===== config.mk =====
export PLATFORM = sky130hd
export DESIGN_NAME = trig_arm_sync
export DESIGN_NICKNAME = d
export VERILOG_FILES = /design/src/rtl/trigsync_pkg.sv /design/src/rtl/trig_select.sv /design/src/rtl/master_phase.sv /design/src/rtl/arm_ctrl.sv /design/src/rtl/jitter_meter.sv /design/src/rtl/trig_arm_sync.sv
export SDC_FILE = /design/constraint.sdc
export NUM_CORES = 1
export LEC_CHECK = 0
export CELL_PAD_IN_SITES_DETAIL_PLACEMENT = 1
export CELL_PAD_IN_SITES_GLOBAL_PLACEMENT = 1
export CORE_MARGIN = 2
export CORE_UTILIZATION = 53
export CTS_BUF_LIST = sky130_fd_sc_hd__clkbuf_4 sky130_fd_sc_hd__clkbuf_8
export DETAILED_ROUTE_END_ITERATION = 12
export DONT_BUFFER_PORTS = 1
export GPL_TIMING_DRIVEN = 0
export PLACE_DENSITY = 0.85
export SLEW_MARGIN = 20
export SYNTH_ARGS = -nofsm -noshare
export SYNTH_HDL_FRONTEND = slang
export SYNTH_HIERARCHICAL = 1
export SYNTH_SLANG_ARGS = --single-unit

===== constraint.sdc =====
create_clock -name clk -period 2.3 [get_ports clk]
set_input_delay 0.23 -clock clk [delete_from_list [all_inputs] [get_ports clk]]
set_output_delay 0.23 -clock clk [all_outputs]
set_load 0.005 [all_outputs]

===== src/rtl/trigsync_pkg.sv =====
package trigsync_pkg;
  // channel order on the chan_tick bus
  typedef enum logic [2:0] {CH_T0 = 3'd0, CH_A = 3'd1, CH_B = 3'd2, CH_C = 3'd3, CH_D = 3'd4} chan_e;

  localparam int DEF_NUM_CHAN = 5;
  localparam int DEF_DIV      = 8;
  localparam int DEF_SYNC     = 2;

  // longest delay is 1000 s of 12.5 ns ticks; downstream counters size from this
  localparam longint MAX_DELAY_TICKS = 64'd80_000_000_000;
  localparam int     CHAN_COUNT_W    = $clog2(MAX_DELAY_TICKS + 1);
endpackage


===== src/rtl/trig_select.sv =====
module trig_select #(
  parameter int SYNC_STAGES = 2
) (
  input  logic clk,
  input  logic rst,
  input  logic ext_trig_in,
  input  logic ext_en,
  input  logic trig_pol,
  output logic fall_q
);
  logic [SYNC_STAGES-1:0] sync_q;
  logic                   ext_lvl;
  logic                   line;
  logic                   prev_q;

  always_ff @(posedge clk) begin
    if (rst) sync_q <= '0;
    else     sync_q <= {sync_q[SYNC_STAGES-2:0], ext_trig_in};
  end

  assign ext_lvl = sync_q[SYNC_STAGES-1];

  // trigger is a falling edge of 'line'; pol=1 inverts the external level
  always_comb begin
    if (ext_en) line = trig_pol ? ~ext_lvl : ext_lvl;
    else        line = trig_pol;
  end

  always_ff @(posedge clk) begin
    if (rst) begin
      prev_q <= 1'b0;
      fall_q <= 1'b0;
    end else begin
      prev_q <= line;
      fall_q <= prev_q & ~line;
    end
  end

  // a detected edge is a single-cycle event
  assert_edge_single_R1: assert property (@(posedge clk) disable iff (rst)
    fall_q |=> !fall_q);
endmodule


===== src/rtl/master_phase.sv =====
module master_phase #(
  parameter int DIV = 8
) (
  input  logic clk,
  input  logic rst,
  output logic tick_q
);
  localparam int PW = (DIV > 2) ? $clog2(DIV) : 1;
  localparam logic [PW-1:0] LAST = PW'(DIV - 1);
  localparam logic [PW-1:0] PRE  = PW'(DIV - 2);

  logic [PW-1:0] phase_q;

  always_ff @(posedge clk) begin
    if (rst) begin
      phase_q <= '0;
      tick_q  <= 1'b0;
    end else begin
      phase_q <= (phase_q == LAST) ? '0 : phase_q + 1'b1;
      tick_q  <= (phase_q == PRE);
    end
  end

  // master strobe never lasts two sampling cycles
  assert_tick_single_R7: assert property (@(posedge clk) disable iff (rst)
    tick_q |=> !tick_q);
endmodule


===== src/rtl/arm_ctrl.sv =====
module arm_ctrl #(
  parameter int NUM_CHAN = 5
) (
  input  logic                clk,
  input  logic                rst,
  input  logic                fall,
  input  logic                inhibit,
  input  logic                clr,
  input  logic                tick,
  output logic                busy_q,
  output logic                jit_q,
  output logic                start_q,
  output logic [NUM_CHAN-1:0] chan_tick
);
  logic stage0_q;
  logic accept;

  // clear wins over a trigger on the same edge
  assign accept = fall & ~inhibit & ~busy_q & ~clr;

  always_ff @(posedge clk) begin
    if (rst || clr) begin
      busy_q   <= 1'b0;
      jit_q    <= 1'b0;
      stage0_q <= 1'b0;
      start_q  <= 1'b0;
    end else begin
      if (accept) begin
        busy_q <= 1'b1;
        jit_q  <= 1'b1;
      end
      if (tick) begin
        stage0_q <= busy_q;
        start_q  <= stage0_q;
        if (stage0_q) jit_q <= 1'b0;
      end
    end
  end

  for (genvar c = 0; c < NUM_CHAN; c++) begin : g_chan
    logic en_q;
    always_ff @(posedge clk) begin
      if (rst || clr) en_q <= 1'b0;
      else            en_q <= start_q & tick;
    end
    assign chan_tick[c] = en_q;
  end

  // busy holds until cleared
  assert_busy_hold_R5: assert property (@(posedge clk) disable iff (rst)
    (busy_q && !clr) |=> busy_q);
  // inhibit keeps an idle block idle
  assert_inhibit_block_R4: assert property (@(posedge clk) disable iff (rst)
    (!busy_q && inhibit) |=> !busy_q);
  // jitter pulse only inside a cycle
  assert_jit_in_busy_R6: assert property (@(posedge clk) disable iff (rst)
    jit_q |-> busy_q);
  // clear empties the cycle
  assert_clear_R8: assert property (@(posedge clk) disable iff (rst)
    clr |=> (!busy_q && !jit_q && !start_q));
  // channel ticks only inside a cycle
  assert_tick_busy_R7: assert property (@(posedge clk) disable iff (rst)
    (|chan_tick) |-> busy_q);
endmodule


===== src/rtl/jitter_meter.sv =====
module jitter_meter #(
  parameter int DIV     = 8,
  parameter int WIDTH_W = 5
) (
  input  logic               clk,
  input  logic               rst,
  input  logic               jit,
  input  logic               start,
  output logic [WIDTH_W-1:0] width_q,
  output logic               done_q
);
  logic [WIDTH_W-1:0] cnt_q;
  logic               start_d_q;

  always_ff @(posedge clk) begin
    if (rst) begin
      cnt_q     <= '0;
      start_d_q <= 1'b0;
      width_q   <= '0;
      done_q    <= 1'b0;
    end else begin
      cnt_q     <= jit ? cnt_q + 1'b1 : '0;
      start_d_q <= start;
      done_q    <= 1'b0;
      // report only a pulse that ended by reaching start
      if (start && !start_d_q) begin
        width_q <= cnt_q;
        done_q  <= 1'b1;
      end
    end
  end

  // width lies in (DIV, 2*DIV]
  assert_width_range_R6: assert property (@(posedge clk) disable iff (rst)
    done_q |-> (width_q > WIDTH_W'(DIV) && width_q <= WIDTH_W'(2 * DIV)));
  assert_done_single_R6: assert property (@(posedge clk) disable iff (rst)
    done_q |=> !done_q);
endmodule


===== src/rtl/trig_arm_sync.sv =====
module trig_arm_sync
  import trigsync_pkg::*;
#(
  parameter  int DIV         = DEF_DIV,
  parameter  int SYNC_STAGES = DEF_SYNC,
  parameter  int NUM_CHAN    = DEF_NUM_CHAN,
  localparam int WIDTH_W     = $clog2(2 * DIV + 1)
) (
  input  logic                clk,
  input  logic                rst,
  input  logic                ext_trig_in,
  input  logic                ext_en,
  input  logic                trig_pol,
  input  logic                inhibit,
  input  logic                clr,
  output logic                master_tick,
  output logic                busy,
  output logic                jitter_pulse,
  output logic                start,
  output logic [NUM_CHAN-1:0] chan_tick,
  output logic [WIDTH_W-1:0]  jit_width,
  output logic                jit_done
);
  logic fall;

  trig_select #(.SYNC_STAGES(SYNC_STAGES)) u_sel (
    .clk(clk), .rst(rst), .ext_trig_in(ext_trig_in), .ext_en(ext_en),
    .trig_pol(trig_pol), .fall_q(fall)
  );

  master_phase #(.DIV(DIV)) u_phase (
    .clk(clk), .rst(rst), .tick_q(master_tick)
  );

  arm_ctrl #(.NUM_CHAN(NUM_CHAN)) u_arm (
    .clk(clk), .rst(rst), .fall(fall), .inhibit(inhibit), .clr(clr),
    .tick(master_tick), .busy_q(busy), .jit_q(jitter_pulse),
    .start_q(start), .chan_tick(chan_tick)
  );

  jitter_meter #(.DIV(DIV), .WIDTH_W(WIDTH_W)) u_meter (
    .clk(clk), .rst(rst), .jit(jitter_pulse), .start(start),
    .width_q(jit_width), .done_q(jit_done)
  );

  // idle after reset
  assert_reset_idle_R9: assert property (@(posedge clk)
    rst |=> (!busy && !jitter_pulse && !start && chan_tick == '0));
endmodule


After elaboration in Yosys (flattened, before gate mapping)
Index checks and enable logic that the tools add are counted.
Storage, ports and cells
  logic and storage cells: 40
  bits in registers: 25
  input bits: 7
  output and inout port bits: 15
Operators by class
  eq/ne operators: 2
  bitwise gates (word level): 11
  $add $sub $neg: 2
  reductions and logical operators: 5
  mux-type cells: 6
Operators with widths (count)
  3-bit equality test, second input constant: 2
  1-bit 2-to-1 mux: 6
  1-bit NOT: 6
  5-bit by 1-bit adder with 5-bit output, second input constant: 1
  1-bit bitwise AND: 5
  2-bit OR reduction: 2
  3-bit by 1-bit adder with 3-bit output, second input constant: 1
  1-bit logical AND: 1
  1-bit logical NOT: 1
  1-bit logical OR: 1

Logic depth before layout (Yosys ltp)
  depth after elaboration: 7
  depth in mapped cells: 4
  gate-level depth less buffers: 4

Modules after synthesis
The synthesis kept the hierarchy.
By module, submodules not included
  jitter_meter: cells an instance 39, area each 424.2 µm², sequential area each 240.2 µm², times used 1
  arm_ctrl: cells an instance 20, area each 212.7 µm², sequential area each 100.1 µm², times used 1
  master_phase: cells an instance 12, area each 147.6 µm², sequential area each 80.1 µm², times used 1
  trig_select: cells an instance 10, area each 133.9 µm², sequential area each 80.1 µm², times used 1

Worst setup path after synthesis
OpenSTA, ideal clock, no wires.
  path kind: reg-to-reg
  start: register u_phase.phase_q[0]
  end: register u_phase.phase_q[2]
  setup slack: 1321 ps
  setup time: 117 ps
  buffers on the path: 0
  required time: 2183 ps
  data arrival time: 862 ps
  cell stages (with the launch flop): 4
  period minus slack after synthesis: 979 ps
  path through: dfxtp_1 ha_1 ha_1 nor3b_1
Between the ends
  longest elaborated chain between the ends: 2
  elaborated cells between the ends (all ways): 3
  classes of those cells: add/sub (1); eq/ne (1); reduce/logical (1)
RTL lines
  start, declared: RTL line master_phase.sv:12  | logic [PW-1:0] phase_q;
  start signal, assigned: RTL line master_phase.sv:19  | phase_q <= (phase_q == LAST) ? '0 : phase_q + 1'b1;
  branches (longest 2 deep; another with 3-bit by 1-bit adder with 3-bit output)
Parallel ways; which one is timed is not known.
A chain may end at the register's enable or synchronous reset.

Final worst setup path
  start: input rst
  end: register u_sel.fall_q
RTL lines
  start, declared: RTL line trig_arm_sync.sv:10  | input logic rst,
  end signal, assigned: RTL line trig_select.sv:35  | fall_q <= prev_q & ~line;
  end, declared: RTL line trig_select.sv:9  | output logic fall_q
No word-level cell between the ends.

==> metrics.md <==
| Metric | Value |
|---|---|
| Status | `completed` |
| Die Wd | `45.6 um` |
| Critical Path Source Type | `input port` |
| Max Cap Viol | `0` |
| Number of H-tree levels | `1` |
| Max layer used | `met4` |
| M1 WL | `662 um` |
| Yosys warnings | `6` |
| Post-CTS setup buffer count | `0` |
| Routed vias | `565` |
| Pins Over Slew Limit | `0` |
| Pwr Total | `0.661 mW` |
| Worst-Margin Slew | `between 500 and 600 ps` |
| Initial antenna violation count | `0` |
| WS Path Type | `input port to flip-flop` |
| DIE AREA | `~2100 um^2` |
| Clock Latency Late Sink | `approximately 310 ps` |
| Fillers | `186` |
| Internal Power | `0.519 mW` |
| Post-synthesis sequential area ratio | `0.545` |
| DR WL/cell | `between 10 and 15 um` |
| Core area | `1670 um^2` |
| Post-route clock period utilization | `0.479` |
| Inserted Clock Buffers | `3` |
| Placed instance area | `about 940 um^2` |
| Unrepaired setup endpoints after global routing | `false` |
| CTS sink count | `25` |
| CTS Buffer Depth | `2` |
| PwrDens | `668 nW/um^2` |
| Root Buffer | `clkbuf_4` |
| Relative slew slack | `0.631` |
| Vias in the first global route | `~570` |
| PortBufs | `0` |
| GRT Total Usage | `0.167` |
| Cell breakdown of the critical path | `dlygate4sd3_1 -> nor4b_2` |
| CTS tree | `done` |
| Synth Register Bits | `25` |
| Global-route wire length before repair | `2440 um` |
| Sw power | `0.142 mW` |
| Switching portion of total power | `0.215` |
| Layout cells sized above 1 | `0.161` |
| Routed wl met3 | `115 um` |
| Worst Path Max Fanout | `14` |
| Leading register cell type out of synthesis | `dfxtp_1` |
| Final worst setup slack | `1200 ps` |
| Netlist cell types | `24` |
| Setup Viol. Count Final | `0` |
| Cell taking the most area after synthesis | `dfxtp_1` |
| Number of remaining DRC errors | `0` |
| Die H | `45.6 um` |
| Crit path buf inv count | `1` |
| Asr flop ratio synth | `0` |
| Post-CTS Resized | `0` |
| Post-synth EDFFs | `0` |
| CP max stage delay | `750 ps` |
| Final ANT Viol Nets | `0` |
| Worst Path Required | `2530 ps` |
| Design area | `between 900 and 1000 um^2` |
| Total Wirelength | `1490 um` |
| Placer Congestion | `0.753` |
| Hold violation count in the final report | `0` |
| Critical Path AT | `~1300 ps` |
| Worst Clk Skew | `6.93 ps` |
| Initial drt markers | `4` |
| VDD IR max | `0.413 mV` |
| Comb pwr share | `0.033` |
| Num ports | `22` |
| Via density per instance | `roughly 5.4` |
| Synth top area share | `0.545` |
| Tightest Hold Check Type | `input port to flip-flop` |
| Area contributors post-synth | `dfxtp_1 (54%), mux2i_1 (6.5%), ha_1 (5.4%), nor2_1 (4.5%), buf_4 (4.1%)` |
| Initial DRT Pass Iterations | `4` |
| Core Util, Final | `0.593` |
| Clock slew seen by the registers of the worst setup and hold paths | `130 ps` |
| Largest net degree at the start of global routing | `16` |
| Flop pwr share | `0.673` |
| Leakage | `0.403 nW` |
| CP Capture Type | `flip-flop` |
| N_diodes | `0` |
| Mean Syn Cell Area | `~11 um^2` |
| Setup TNS | `0 ps` |
| Cell family with most CP delay | `buffers and inverters` |
| # rows | `15` |
| Area Overhead vs Synth | `7.77%` |
| Place WS | `1250 ps` |
| NumNets Final | `approximately 100` |
| Initial core utilization | `0.550` |
| Area of the mapped netlist | `between 900 and 1000 um^2` |
| Met2 wire len | `699 um` |
| GRT overflow | `0` |
| Mapped Cells | `81` |
| Peak Freq | `908 MHz` |
| Final min period | `1100 ps` |
| Clock power share | `0.294` |
| Post-synthesis net count | `92` |
| Worst path slowest cell | `dlygate4sd3_1` |
## power by group through the flow
stage / registers, mW / logic, mW / clock network [mW]
floorplan: 0.454 / 0.0132 / 0
global placement: 0.454 / 0.0143 / 0
detailed placement: 0.455 / 0.0152 / 0
CTS: 0.445 / 0.0220 / 0.203
global route: 0.447 / 0.0246 / 0.219
finish: 0.445 / 0.0218 / 0.194
## path summary, 6_finish.rpt
path	slack, ps	from	endpoint	cells past startpoint
worst max-delay path	1200	rst	u_sel/fall_q	2
worst min-delay path	40	ext_trig_in	u_sel/sync_q[0]	1
worst max register to register	1220	u_arm/start_q	u_meter/width_q[2]	4
worst min register to register	450	u_sel/sync_q[0]	u_sel/sync_q[1]	1
## final cells by class
type	count	area, um^2	area share
Buffer	6	48.8	0.0493
Clock buffer	3	22.5	0.0228
Clock inverter	1	7.51	0.00759
Inverter	2	7.51	0.00759
Multi-Input combinational cell	48	362	0.365
Sequential cell	25	500	0.506
Tap cell	17	21.3	0.0215
Timing Repair Buffer	2	20.0	0.0202
## logic make-up (layout without fill, tap and decap cells)
logic type | count (synthesis) | in the layout | share of synthesized area
adder cells (fa/ha/maj) | 4 | 4 | 0.0545
buffers and inverters | 8 | 14 | 0.0613
AO/OA/AOI/OAI | 5 | 5 | 0.0463
XOR/XNOR | 3 | 3 | 0.0286
flip-flops | 25 | 25 | 0.545
AND/OR/NAND/NOR | 30 | 30 | 0.199
multiplexers | 6 | 6 | 0.0654
## cell usage after synthesis (all sizes together), types with 2 or more instances
cell type,instances
nor2,11
nor3,3
nor4b,2
nand2b,2
buf,6
inv,2
ha,4
mux2i,6
a21boi,2
xor2,2
nand3,2
and3b,2
dfxtp,25
nor2b,5
## state kept, by name (all words and copies together), names as in the netlist
name and flops:
u_arm/busy_q 1, u_arm/g_chan.en_q 1, u_arm/jit_q 1, u_arm/stage0_q 1, u_arm/start_q 1, u_meter/cnt_q 5, u_meter/done_q 1, u_meter/start_d_q 1
u_meter/width_q 5, u_phase/phase_q 3, u_phase/tick_q 1, u_sel/fall_q 1, u_sel/prev_q 1, u_sel/sync_q 2
## through the flow
| step | instances | hold WS [ps] |
|---|---|---|
| after floorplan | 81 | 301 |
| after global placement | 98 | 304 |
| after detailed placement | 98 | 305 |
| after CTS | 104 | 40.6 |
| after global routing | 104 | 40.3 |
| final | 104 | 43.8 |
## timing repair
| action | CTS | global route |
|---|---|---|
| hold buffers | 2 | 0 |
| hold endpoints to repair | 14 | 0 |
| endpoints found under the setup margin | 0 | 0 |
## per-layer routing
metal	GRT usage	vias up
met5	0	-
met1	0.209	269
li1	-	278
met4	0.0529	0
met3	0.0595	2
met2	0.268	16
## placed cells by master, fill, tap and decap left out, drive strengths merged
master,n
nand3,2
inv,2
nor2b,5
ha,4
nor3,3
xor2,2
a21boi,2
o21ba,1
and3,1
buf,6
nand2,1
clkbuf,3
nor4b,2
mux2i,6
and3b,2
nor2,11
o211a,1
dlygate4sd3,2
nor3b,1
o21a,1
clkinvlp,1
xnor2,1
dfxtp,25
nand2b,2
(Power assumes the default switching activity.)
